File: src/rtl/rtc_cal_pkg.sv
package rtc_cal_pkg;

    localparam int NFIELD = 8;
    localparam int FW_MAX = 12;

    typedef enum logic [2:0] {
        F_SEC  = 3'd0,
        F_MIN  = 3'd1,
        F_HOUR = 3'd2,
        F_DOM  = 3'd3,
        F_DOW  = 3'd4,
        F_DOY  = 3'd5,
        F_MON  = 3'd6,
        F_YEAR = 3'd7
    } field_e;

    typedef struct packed {
        logic [11:0] year;
        logic [3:0]  mon;
        logic [8:0]  doy;
        logic [2:0]  dow;
        logic [4:0]  dom;
        logic [4:0]  hour;
        logic [5:0]  min;
        logic [5:0]  sec;
    } cal_t;

    typedef logic [NFIELD-1:0][FW_MAX-1:0] field_vec_t;

    // word indices (byte address / 4)
    localparam int W_STATUS = 'h00;
    localparam int W_CTRL   = 'h02;
    localparam int W_INCEN  = 'h03;
    localparam int W_MASK   = 'h04;
    localparam int W_SNAP0  = 'h05;
    localparam int W_SNAP1  = 'h06;
    localparam int W_SNAP2  = 'h07;
    localparam int W_CNT0   = 'h08;
    localparam int W_TRIM   = 'h10;
    localparam int W_GP0    = 'h11;
    localparam int W_ALM0   = 'h18;

    localparam int TRIM_W = 18;

    function automatic field_vec_t cal_to_vec(input cal_t c);
        field_vec_t v;
        v = '0;
        v[F_SEC]  = {6'b0, c.sec};
        v[F_MIN]  = {6'b0, c.min};
        v[F_HOUR] = {7'b0, c.hour};
        v[F_DOM]  = {7'b0, c.dom};
        v[F_DOW]  = {9'b0, c.dow};
        v[F_DOY]  = {3'b0, c.doy};
        v[F_MON]  = {8'b0, c.mon};
        v[F_YEAR] = c.year;
        return v;
    endfunction

    function automatic logic [FW_MAX-1:0] field_mask(input int unsigned idx);
        case (idx)
            0, 1:    return 12'h03F;
            2, 3:    return 12'h01F;
            4:       return 12'h007;
            5:       return 12'h1FF;
            6:       return 12'h00F;
            default: return 12'hFFF;
        endcase
    endfunction

    function automatic logic is_leap(input logic [11:0] y);
        return (y[1:0] == 2'b00);
    endfunction

    function automatic logic [4:0] month_len(input logic [3:0] m, input logic leap);
        case (m)
            4'd4, 4'd6, 4'd9, 4'd11: return 5'd30;
            4'd2:                    return leap ? 5'd29 : 5'd28;
            default:                 return 5'd31;
        endcase
    endfunction

    function automatic cal_t cal_reset();
        cal_t c;
        c      = '0;
        c.dom  = 5'd1;
        c.doy  = 9'd1;
        c.mon  = 4'd1;
        return c;
    endfunction

    function automatic logic [31:0] pack_clock(input cal_t c);
        return {5'b0, c.dow, 3'b0, c.hour, 2'b0, c.min, 2'b0, c.sec};
    endfunction

    function automatic logic [31:0] pack_date(input cal_t c);
        return {4'b0, c.year, 4'b0, c.mon, 3'b0, c.dom};
    endfunction

    function automatic logic [31:0] pack_yday(input cal_t c);
        return {20'b0, 3'b0, c.doy};
    endfunction

endpackage

File: src/rtl/rtc_prescaler.sv
module rtc_prescaler #(
    parameter int DIV = 32768,
    localparam int CW = (DIV > 1) ? $clog2(DIV) : 1
) (
    input  logic          clk,
    input  logic          rst,
    input  logic          run,
    input  logic          hold,
    input  logic          restart,
    output logic          tick,
    output logic [CW-1:0] count
);
    localparam logic [CW-1:0] LAST = CW'(DIV - 1);

    logic [CW-1:0] cnt_q;

    assign tick  = run && !hold && !restart && (cnt_q == LAST);
    assign count = cnt_q;

    always_ff @(posedge clk) begin
        if (rst || hold || restart) begin
            cnt_q <= '0;
        end else if (run) begin
            cnt_q <= tick ? '0 : cnt_q + CW'(1);
        end
    end
endmodule

File: src/rtl/rtc_cal_core.sv
module rtc_cal_core
    import rtc_cal_pkg::*;
(
    input  logic              clk,
    input  logic              rst,
    input  logic              tick,
    input  logic [NFIELD-1:0] wr_sel,
    input  logic [31:0]       wr_data,
    output cal_t              cur,
    output cal_t              nxt,
    output logic [NFIELD-1:0] bumped
);
    cal_t       cal_q;
    logic       c_min, c_hour, c_day, c_mon;
    logic       leap;
    logic [4:0] mlen;
    logic [8:0] ylen;

    assign cur  = cal_q;
    assign leap = is_leap(cal_q.year);
    assign mlen = month_len(cal_q.mon, leap);
    assign ylen = leap ? 9'd366 : 9'd365;

    always_comb begin
        nxt    = cal_q;
        bumped = '0;
        c_min  = 1'b0;
        c_hour = 1'b0;
        c_day  = 1'b0;
        c_mon  = 1'b0;
        if (tick) begin
            bumped[F_SEC] = 1'b1;
            if (cal_q.sec >= 6'd59) begin
                nxt.sec = 6'd0;
                c_min   = 1'b1;
            end else begin
                nxt.sec = cal_q.sec + 6'd1;
            end
        end
        if (c_min) begin
            bumped[F_MIN] = 1'b1;
            if (cal_q.min >= 6'd59) begin
                nxt.min = 6'd0;
                c_hour  = 1'b1;
            end else begin
                nxt.min = cal_q.min + 6'd1;
            end
        end
        if (c_hour) begin
            bumped[F_HOUR] = 1'b1;
            if (cal_q.hour >= 5'd23) begin
                nxt.hour = 5'd0;
                c_day    = 1'b1;
            end else begin
                nxt.hour = cal_q.hour + 5'd1;
            end
        end
        if (c_day) begin
            bumped[F_DOW] = 1'b1;
            bumped[F_DOM] = 1'b1;
            bumped[F_DOY] = 1'b1;
            nxt.dow = (cal_q.dow >= 3'd6) ? 3'd0 : cal_q.dow + 3'd1;
            nxt.doy = (cal_q.doy >= ylen) ? 9'd1 : cal_q.doy + 9'd1;
            if (cal_q.dom >= mlen) begin
                nxt.dom = 5'd1;
                c_mon   = 1'b1;
            end else begin
                nxt.dom = cal_q.dom + 5'd1;
            end
        end
        if (c_mon) begin
            bumped[F_MON] = 1'b1;
            if (cal_q.mon >= 4'd12) begin
                nxt.mon        = 4'd1;
                nxt.year       = cal_q.year + 12'd1;
                bumped[F_YEAR] = 1'b1;
            end else begin
                nxt.mon = cal_q.mon + 4'd1;
            end
        end
    end

    always_ff @(posedge clk) begin
        if (rst) begin
            cal_q <= cal_reset();
        end else if (|wr_sel) begin
            if (wr_sel[F_SEC])  cal_q.sec  <= wr_data[5:0];
            if (wr_sel[F_MIN])  cal_q.min  <= wr_data[5:0];
            if (wr_sel[F_HOUR]) cal_q.hour <= wr_data[4:0];
            if (wr_sel[F_DOM])  cal_q.dom  <= wr_data[4:0];
            if (wr_sel[F_DOW])  cal_q.dow  <= wr_data[2:0];
            if (wr_sel[F_DOY])  cal_q.doy  <= wr_data[8:0];
            if (wr_sel[F_MON])  cal_q.mon  <= wr_data[3:0];
            if (wr_sel[F_YEAR]) cal_q.year <= wr_data[11:0];
        end else if (tick) begin
            cal_q <= nxt;
        end
    end
endmodule

File: src/rtl/rtc_alarm_match.sv
module rtc_alarm_match
    import rtc_cal_pkg::*;
(
    input  field_vec_t        now,
    input  field_vec_t        target,
    input  logic [NFIELD-1:0] ignore,
    output logic              hit
);
    logic [NFIELD-1:0] field_ok;

    for (genvar i = 0; i < NFIELD; i++) begin : g_cmp
        assign field_ok[i] = ignore[i] || (now[i] == target[i]);
    end

    assign hit = (&field_ok) && !(&ignore);
endmodule

File: src/rtl/rtc_calendar.sv
module rtc_calendar
    import rtc_cal_pkg::*;
#(
    parameter int TICK_DIV = 32768,
    parameter int ADDR_W   = 8,
    parameter int GP_WORDS = 4
) (
    input  logic              clk,
    input  logic              rst,
    input  logic              bus_wr,
    input  logic              bus_rd,
    input  logic [ADDR_W-1:0] bus_addr,
    input  logic [31:0]       bus_wdata,
    output logic [31:0]       bus_rdata,
    output logic              irq
);
    localparam int CNT_W  = (TICK_DIV > 1) ? $clog2(TICK_DIV) : 1;
    localparam int WORD_W = ADDR_W - 2;

    logic [WORD_W-1:0] word;
    logic              aligned;
    logic              wr_hit, rd_hit;

    assign word    = bus_addr[ADDR_W-1:2];
    assign aligned = (bus_addr[1:0] == 2'b00);
    assign wr_hit  = bus_wr && aligned;
    assign rd_hit  = bus_rd && aligned;

    // control and configuration state
    logic                     run_q, hold_q, trimoff_q;
    logic [NFIELD-1:0]        inc_en_q, mask_q;
    logic [TRIM_W-1:0]        trim_q;
    logic [GP_WORDS-1:0][31:0] gp_q;
    field_vec_t               alm_q;
    logic                     flag_alm_q, flag_inc_q;
    logic [31:0]              rdata_q;

    // counter write decode
    logic [NFIELD-1:0] cnt_wr_sel;
    logic              cnt_wr_any;
    for (genvar i = 0; i < NFIELD; i++) begin : g_cnt_sel
        assign cnt_wr_sel[i] = wr_hit && (word == WORD_W'(W_CNT0 + i));
    end
    assign cnt_wr_any = |cnt_wr_sel;

    // prescaler
    logic             tick;
    logic [CNT_W-1:0] presc_cnt;

    rtc_prescaler #(.DIV(TICK_DIV)) u_presc (
        .clk     (clk),
        .rst     (rst),
        .run     (run_q),
        .hold    (hold_q),
        .restart (cnt_wr_any),
        .tick    (tick),
        .count   (presc_cnt)
    );

    // calendar counters
    cal_t              cal_cur, cal_nxt;
    logic [NFIELD-1:0] bumped;

    rtc_cal_core u_core (
        .clk     (clk),
        .rst     (rst),
        .tick    (tick),
        .wr_sel  (cnt_wr_sel),
        .wr_data (bus_wdata),
        .cur     (cal_cur),
        .nxt     (cal_nxt),
        .bumped  (bumped)
    );

    field_vec_t cur_vec, nxt_vec;
    assign cur_vec = cal_to_vec(cal_cur);
    assign nxt_vec = cal_to_vec(cal_nxt);

    // alarm comparator on the updated calendar
    logic alarm_hit;
    rtc_alarm_match u_match (
        .now    (nxt_vec),
        .target (alm_q),
        .ignore (mask_q),
        .hit    (alarm_hit)
    );

    // configuration registers
    always_ff @(posedge clk) begin
        if (rst) begin
            run_q     <= 1'b0;
            hold_q    <= 1'b0;
            trimoff_q <= 1'b0;
            inc_en_q  <= '0;
            mask_q    <= '1;
            trim_q    <= '0;
        end else if (wr_hit) begin
            if (word == WORD_W'(W_CTRL)) begin
                run_q     <= bus_wdata[0];
                hold_q    <= bus_wdata[1];
                trimoff_q <= bus_wdata[4];
            end
            if (word == WORD_W'(W_INCEN)) inc_en_q <= bus_wdata[NFIELD-1:0];
            if (word == WORD_W'(W_MASK))  mask_q   <= bus_wdata[NFIELD-1:0];
            if (word == WORD_W'(W_TRIM))  trim_q   <= bus_wdata[TRIM_W-1:0];
        end
    end

    for (genvar i = 0; i < NFIELD; i++) begin : g_alm
        always_ff @(posedge clk) begin
            if (rst) begin
                alm_q[i] <= '0;
            end else if (wr_hit && (word == WORD_W'(W_ALM0 + i))) begin
                alm_q[i] <= bus_wdata[FW_MAX-1:0] & field_mask(i);
            end
        end
    end

    for (genvar g = 0; g < GP_WORDS; g++) begin : g_gp
        always_ff @(posedge clk) begin
            if (rst) begin
                gp_q[g] <= '0;
            end else if (wr_hit && (word == WORD_W'(W_GP0 + g))) begin
                gp_q[g] <= bus_wdata;
            end
        end
    end

    // status flags: set wins over a clear in the same cycle
    logic status_wr;
    assign status_wr = wr_hit && (word == WORD_W'(W_STATUS));

    always_ff @(posedge clk) begin
        if (rst) begin
            flag_alm_q <= 1'b0;
            flag_inc_q <= 1'b0;
        end else begin
            if (status_wr && bus_wdata[0]) flag_inc_q <= 1'b0;
            if (status_wr && bus_wdata[1]) flag_alm_q <= 1'b0;
            if (tick && |(bumped & inc_en_q)) flag_inc_q <= 1'b1;
            if (tick && alarm_hit)            flag_alm_q <= 1'b1;
        end
    end

    assign irq = flag_alm_q | flag_inc_q;

    // read path
    logic [31:0] rd_val;
    always_comb begin
        rd_val = '0;
        if (word == WORD_W'(W_STATUS)) rd_val = {30'b0, flag_alm_q, flag_inc_q};
        if (word == WORD_W'(W_CTRL))   rd_val = {27'b0, trimoff_q, 2'b0, hold_q, run_q};
        if (word == WORD_W'(W_INCEN))  rd_val = {{(32-NFIELD){1'b0}}, inc_en_q};
        if (word == WORD_W'(W_MASK))   rd_val = {{(32-NFIELD){1'b0}}, mask_q};
        if (word == WORD_W'(W_SNAP0))  rd_val = pack_clock(cal_cur);
        if (word == WORD_W'(W_SNAP1))  rd_val = pack_date(cal_cur);
        if (word == WORD_W'(W_SNAP2))  rd_val = pack_yday(cal_cur);
        if (word == WORD_W'(W_TRIM))   rd_val = {{(32-TRIM_W){1'b0}}, trim_q};
        for (int i = 0; i < NFIELD; i++) begin
            if (word == WORD_W'(W_CNT0 + i)) rd_val = {{(32-FW_MAX){1'b0}}, cur_vec[i]};
            if (word == WORD_W'(W_ALM0 + i)) rd_val = {{(32-FW_MAX){1'b0}}, alm_q[i]};
        end
        for (int g = 0; g < GP_WORDS; g++) begin
            if (word == WORD_W'(W_GP0 + g)) rd_val = gp_q[g];
        end
    end

    always_ff @(posedge clk) begin
        if (rst) begin
            rdata_q <= '0;
        end else if (rd_hit) begin
            rdata_q <= rd_val;
        end
    end

    assign bus_rdata = rdata_q;

endmodule

File: config.mk
export PLATFORM = sky130hd
export DESIGN_NAME = rtc_calendar
export DESIGN_NICKNAME = d
export VERILOG_FILES = /design/src/rtl/rtc_cal_pkg.sv /design/src/rtl/rtc_prescaler.sv /design/src/rtl/rtc_cal_core.sv /design/src/rtl/rtc_alarm_match.sv /design/src/rtl/rtc_calendar.sv
export SDC_FILE = /design/constraint.sdc
export NUM_CORES = 1
export LEC_CHECK = 0
export BUFFER_PORTS_ARGS = -buffer_cell sky130_fd_sc_hd__buf_4
export CAP_MARGIN = 20
export CORE_AREA = 5 5 183 274
export CTS_BUF_LIST = sky130_fd_sc_hd__clkbuf_4 sky130_fd_sc_hd__clkbuf_8
export DETAILED_ROUTE_END_ITERATION = 10
export DIE_AREA = 0 0 188 279
export GPL_TIMING_DRIVEN = 0
export HOLD_SLACK_MARGIN = 0.1
export PLACE_DENSITY_LB_ADDON = 0.15
export SYNTH_ARGS = -nofsm -noshare
export SYNTH_HDL_FRONTEND = slang
export SYNTH_SLANG_ARGS = --single-unit
File: constraint.sdc
create_clock -name clk -period 3.47 [get_ports clk]
set_input_delay 0.1735 -clock clk [delete_from_list [all_inputs] [get_ports clk]]
set_output_delay 0.1735 -clock clk [all_outputs]
set_load 0.03 [all_outputs]
Word level (Yosys, flattened, before mapping):

Index checks and enable logic that the tools add are counted.

* $add $sub $neg: 9
* $mul: 0
* div/mod/pow operators: 0
* $lt $le $gt $ge: 7
* equal/unequal tests: 49
* shift-type cells: 0
* muxes and demuxes: 73
* bitwise gates (word level): 2
* reduce and logical (&&, ||, !) cells: 67

Operator list (count)
* two-way mux 32 bit: 19
* two-way mux 28 bit: 4
* two-way mux 50 bit: 2
* equality test 6 x 5 -> 1 bit, second input constant: 13
* equality test 6 x 4 -> 1 bit, second input constant: 8
* two-way mux 6 bit: 6
* logical AND 1 bit: 31
* two-way mux 5 bit: 6
* two-way mux 27 bit: 1
* equality test 6 x 3 -> 1 bit, second input constant: 4
* two-way mux 12 bit: 2
* AND reduction 2 bit: 12
* two-way mux 9 bit: 2
* two-way mux 1 bit: 17
* two-way mux 17 bit: 1
* two-way mux 16 bit: 1
* two-way mux 8 bit: 2
* != test 2 bit, second input constant: 8
* AND reduction 8 bit: 2
* OR reduction 8 bit: 2
* adder 15 x 1 -> 15 bit, second input constant: 1
* equality test 15 bit, second input constant: 1
* two-way mux 15 bit: 1
* adder 12 x 1 -> 12 bit, second input constant: 1
* 33 further kinds: 60

* register bits after elaboration: 314
* bits in latches: 0
* bits in writable memories: 0
* memory bits (read-only): 0
* bits of input ports: 44
* output and inout bits: 33
* word-level logic and storage cells: 237
* memories: 0

Depth between registers and ports, before layout:

* depth after elaboration: 29
* depth in mapped cells: 16
* mapped depth without buffers: 16

Cells and area by module:

Synthesis repeated with hierarchy kept, for this count alone.

* cells, all modules: 2314
* area total of the unflattened synthesis: 17535.6 um^2

Modules (own cells, without submodules)
* rtc_calendar: instances 1, cells each 1553, area an instance 11743.8 um^2, seq. area each 4984.8 um^2
* rtc_cal_core: instances 1, cells each 550, area an instance 3978.8 um^2, seq. area each 1001.0 um^2
* rtc_alarm_match: instances 1, cells each 134, area an instance 1083.5 um^2, seq. area each 0.0 um^2
* rtc_prescaler: instances 1, cells each 77, area an instance 729.4 um^2, seq. area each 300.3 um^2

Least setup slack after synthesis:

No wires, ideal clock.

* kind: register to register
* start: register u_core.cal_q (netlist bit u_core.cur[38])
* end: register flag_alm_q
* library setup time: 0.084 ns
* data arrival time: 3.692 ns
* required time: 3.386 ns
* path slack: -0.307 ns
* cell stages (with the launch flop): 17
* path buffers: 1
* period minus slack after synthesis: 3.777 ns
* cells stage by stage: dfxtp_1 > clkbuf_1 > inv_1 > ha_1 > o21ai_0 > o21ai_0 > ha_1 > nor2_1 > a211o_1 > or2_4 > nor3_1 > mux2i_1 > xor2_1 > a41oi_1 > or3_1 > or4_1 > o31ai_2

* cells in the longest elaborated chain, start to end: 13
* elaborated cells between the ends (all ways): 27
* classes of those cells: add/sub: 1; order compare: 2; eq/ne: 4; mux: 11; reduce/logical: 9

Ends and longest elaborated chain
* start, declared: line rtc_cal_core.sv:13 `cal_t cal_q;`
* start signal, assigned: line rtc_cal_core.sv:85 `cal_q <= cal_reset();`
* start signal, assigned: line rtc_cal_core.sv:96 `cal_q <= nxt;`
* logical NOT 2 bit: line rtc_cal_pkg.sv:71 `return (y[1:0] == 2'b00);`
* two-way mux 1 bit: line rtc_cal_pkg.sv:77 `4'd2: return leap ? 5'd29 : 5'd28;`
* one-hot mux 5 bit (2 select lines): line rtc_cal_pkg.sv:75 `case (m)`
* >= comparator 5 bit: line rtc_cal_core.sv:64 `if (cal_q.dom >= mlen) begin`
* two-way mux 1 bit: line rtc_cal_core.sv:64
* two-way mux 1 bit: line rtc_cal_core.sv:58 `if (c_day) begin`
* two-way mux 16 bit: line rtc_cal_core.sv:71 `if (c_mon) begin`
* equality test 12 bit / equality test 4 bit (equally long branches): line rtc_alarm_match.sv:12 `assign field_ok[i] = ignore[i] || (now[i] == target[i]);`
* logical OR 1 bit: line rtc_alarm_match.sv:12
* AND reduction 8 bit *: line rtc_alarm_match.sv:15 `assign hit = (&field_ok) && !(&ignore);`
* logical AND 1 bit *: line rtc_alarm_match.sv:15
* logical AND 1 bit *: line rtc_calendar.sv:141 `if (tick && alarm_hit) flag_alm_q <= 1'b1;`
* two-way mux 1 bit / nonzero test 2 bit (equally long branches)
* end signal, assigned: line rtc_calendar.sv:135 `flag_alm_q <= 1'b0;`
* end signal, assigned: line rtc_calendar.sv:139 `if (status_wr && bus_wdata[1]) flag_alm_q <= 1'b0;`
* end signal, assigned: line rtc_calendar.sv:141
* end, declared: line rtc_calendar.sv:35 `logic flag_alm_q, flag_inc_q;`

Mark *: on every way between the ends. The rest lies on a longest branch, timed or not.
A chain may end at the register's enable or synchronous reset.

Worst setup path after layout:

* start: register u_presc.cnt_q[0], in the netlist u_presc.count[0]
* end: register flag_alm_q

* cells in the longest elaborated chain, start to end: 13
* elaborated cells between the ends (all ways): 32
* classes of those cells: eq/ne: 9; mux: 10; reduce/logical: 13

Ends and longest elaborated chain
* start, declared: line rtc_prescaler.sv:15 `logic [CW-1:0] cnt_q;`
* start signal, assigned: line rtc_prescaler.sv:24 `cnt_q <= tick ? '0 : cnt_q + CW'(1);`
* equality test 15 bit *: line rtc_prescaler.sv:17 `assign tick = run && !hold && !restart && (cnt_q == LAST);`
* logical AND 1 bit *: line rtc_prescaler.sv:17
* two-way mux 1 bit: line rtc_cal_core.sv:31 `if (tick) begin`
* two-way mux 1 bit: line rtc_cal_core.sv:40 `if (c_min) begin`
* two-way mux 1 bit: line rtc_cal_core.sv:49 `if (c_hour) begin`
* two-way mux 1 bit: line rtc_cal_core.sv:58
* two-way mux 16 bit: line rtc_cal_core.sv:71
* equality test 12 bit / equality test 4 bit (equally long branches): line rtc_alarm_match.sv:12
* logical OR 1 bit: line rtc_alarm_match.sv:12
* AND reduction 8 bit: line rtc_alarm_match.sv:15
* logical AND 1 bit: line rtc_alarm_match.sv:15
* logical AND 1 bit *: line rtc_calendar.sv:141
* two-way mux 1 bit / nonzero test 2 bit (equally long branches)

Marks and branches as above.

==> flow_metrics.tcl <==
set metrics [dict create \
    fmax_ghz 0.243 \
    fin_nets 2480 \
    synth_edf_count 0 \
    synth_top_cell_by_area "dfxtp_1" \
    layout_setup_ws_ns -0.645 \
    synth_commonest_cells "534 x nand2_1, 314 x dfxtp_1, 312 x a21oi_1, 180 x nor2_1, 160 x clkbuf_1" \
    drive_gt1_share_pct 10.5 \
    synthCells 2263 \
    p_sw_w 0.00208 \
    track_usage_pct 30.4 \
    crit_arrival_ns 4.62 \
    reg2reg_from "u_presc.count[0]" \
    r2r_slack_ns -0.65 \
    grt_pass1_vias 17800 \
    clock_sinks 314 \
    cts_root_buf "clkbuf_8" \
    syn-cell-area_um2 16400 \
    cts_buffers 51 \
    violations "setup timing" \
    drtAntennaViolNets 0 \
    routedWlPerCell_um 27.3 \
    fillers 5033 \
    yosys.area_share.adder_pct 1.35 \
    seqPwrFrac_pct 46.7 \
    area_growth_pct 18.4 \
    critPathRequiredTime_ns 3.97 \
    gp_congestion 1.04 \
    synth_top_family_by_area "compound AO/OA/AOI/OAI gates" \
    drt_iter0_drc 1655 \
    place.port_buffers 66 \
    core_um2 47300 \
    timing.hold.ws_ns 0.167 \
    swShare_pct 26.7 \
    syn-num-nets 2324 \
    num_io_pins 77 \
    internal-power_w 0.00572 \
    p_comb_share_pct 7.1 \
    synth_xor_area_share_pct 2.93 \
    cts_tree "yes" \
    grt_overflow 0 \
    synth_top_area_share_pct 38.2 \
    clock_skew_ns 0.0180 \
    hp-class "input pin to flip-flop" \
    maxCapViolCount 0 \
    initial_core_util_pct 34.7 \
    async_flop_share_pct 0 \
    drt_pass1_iterations 6 \
    min_period_ns 4.12 \
    cp-end-kind "flip-flop" \
    fin_setup_tns_ns -0.645 \
    grt_max_degree 16 \
    avgSynthCellArea_um2 7.26 \
    cp_max_fo 8 \
    synth_seq_cells 314 \
    yosys-top-cells-area "dfxtp_1 38%, nand2_1 12%, a21oi_1 9.5%" \
    fin_crit_sh_pct 119 \
    status "complete, but fails checks" \
    die_y_um 279 \
    finalHoldViolCount 0 \
    cts.clk_slew.worst_paths_ns 0.07 \
    whs_path_depth 3 \
    place_hpwl_mm 63.9 \
    avgViaCountPerCell 5.97 \
    min_to "alm_q[74]" \
    setup_viol_count_final 1 \
    cts_buffer_depth 3 \
    slew_headroom_pct 20.6 \
    synth-simple-area-share_pct 24.6 \
    die_w_um 188 \
    rsz0062_at_grt "yes" \
    vias 18300 \
    synth_flop_cell "dfxtp_1" \
    tightest_slew_ns 1.19 \
    p_clk_share_pct 46.2 \
    synth_warnings 0 \
    dieArea_um2 52500 \
    r2r_end "flag_alm_q" \
    rr_worst_depth 11 \
    leakagePower_nw 6.51 \
    fin_area_um2 19500 \
    drv_slew 0 \
    synth_compound_area_share_pct 26.2 \
    grt_pass1_wl_mm 119 \
    hp-start "bus_wdata[2]" \
    insertion_delay_ns 0.64 \
    synth-seq-area-share_pct 38.2 \
    ir_drop_mv 0.274 \
    yosys-mux-area-fraction_pct 1.90 \
    crit_path_start_kind "flip-flop" \
    totalWireLength_mm 83.6 \
    yosysMostFrequentCell "nand2_1" \
    p_per_area_nw_per_um2 401 \
    crit_type "flip-flop to flip-flop" \
    drc 0 \
    ctsHtreeMaxLevel 2 \
    rows 98 \
    synth_cell_type_count 76 \
    placed_area_um2 17700 \
    antenna_found_initial 2 \
]
## power by group through the flow
| stage | logic [W] | registers, W | clock network [W] |
|---|---|---|---|
| 5_1_grt | 0.000574 | 0.00364 | 0.00379 |
| 6_report | 0.000555 | 0.00364 | 0.00360 |
| 2_1_floorplan | 0.000209 | 0.00375 | 0 |
| 3_3_place_gp | 0.000518 | 0.00372 | 0 |
| 3_5_place_dp | 0.000519 | 0.00372 | 0 |
| 4_1_cts | 0.000545 | 0.00364 | 0.00364 |
## worst max path at each step
| stage | end | start | cells after the start | slack [ns] |
|---|---|---|---|---|
| after floorplan | flag_alm_q | u_core.cur[38] | 16 | 0.02 |
| after global placement | flag_alm_q | u_core.cur[1] | 13 | -2.00 |
| after detailed placement | flag_alm_q | u_core.cur[1] | 13 | -1.95 |
| after CTS | flag_alm_q | u_core.cur[34] | 16 | -0.69 |
| after global routing | flag_alm_q | u_core.cur[34] | 16 | -0.64 |
| final | flag_alm_q | u_presc.count[0] | 11 | -0.65 |
## layout make-up
cell class / instances / area (µm²) / area share (%)
inverter: 27 / 104 / 0.534
sequential: 314 / 6310 / 32.4
tap: 600 / 751 / 3.86
antenna: 2 / 5.00 / 0.0257
multi-input combinational: 1746 / 9600 / 49.3
clock inverter: 7 / 61.3 / 0.315
timing repair buffer: 104 / 848 / 4.36
clock buffer: 85 / 1070 / 5.50
buffer: 175 / 712 / 3.66
## sequential cells by signal, indices dropped and copies added, names as in the netlist
signal	cells
inc_en_q	8
run_q	1
flag_inc_q	1
bus_rdata	32
flag_alm_q	1
alm_q	50
hold_q	1
u_core.cur	50
mask_q	8
trim_q	18
gp_q	128
trimoff_q	1
u_presc.count	15
## layout by cell type (no fill, tap or decap), drive strengths merged, types with 25 or more instances in the layout
cell,count
nand2,534
dfxtp,314
a21oi,312
clkbuf,246
nor2,180
o21ai,112
buf,91
nand3,86
a22oi,54
nor3,44
xor2,33
o22ai,31
inv,29
dlygate4sd3,27
a221oi,25
## cells by family after synthesis
logic type,Yosys count
fa+ha+maj,18
simple gates,947
buf+inv,203
xor+xnor,55
mux,30
compound gates,696
flops,314
## stage by stage
stage / worst slack, ns / total power, W / util, % / cells
2_1_floorplan: 0.0222 / 0.00396 / - / 2263
3_3_place_gp: -2.00 / 0.00424 / 37.4 / 2929
3_5_place_dp: -1.95 / 0.00424 / 37.5 / 2930
4_1_cts: -0.686 / 0.00782 / 40.9 / 3059
5_1_grt: -0.642 / 0.00800 / 41.1 / 3059
6_report: -0.645 / 0.00779 / 41.1 / 3060
## timing repair
| action | in CTS | in global routing |
|---|---|---|
| setup buffers | 10 | 0 |
| endpoints found under the hold margin | 124 | 0 |
| setup endpoints to repair | 32 | 15 |
| resized for setup | 61 | 26 |
| hold buffers | 27 | 0 |
| cloned | 0 | 0 |
| pin swaps | 12 | 9 |
## worst max-delay path, cell delays in order, from the launching register on
cell and delay, ns:
dfxtp_1 0.40, ha_1 0.26, nand3_1 0.16, nor3_4 0.28, nand3_1 0.58, nor3_1 0.46
a21oi_1 0.10, xnor2_1 0.17, nor4_2 0.40, o22ai_1 0.22, or4_4 0.56, o31ai_4 0.37
## metal layers
layer  track usage (%)  routed length [µm]  vias to the layer above
li1                  -                   -                     8368
met1              31.7               29400                     8700
met2              52.7               40500                      870
met3              4.56                4920                      339
met4              27.2                8760                        2
met5                 0                  12                        -
(Power assumes the default switching activity.)
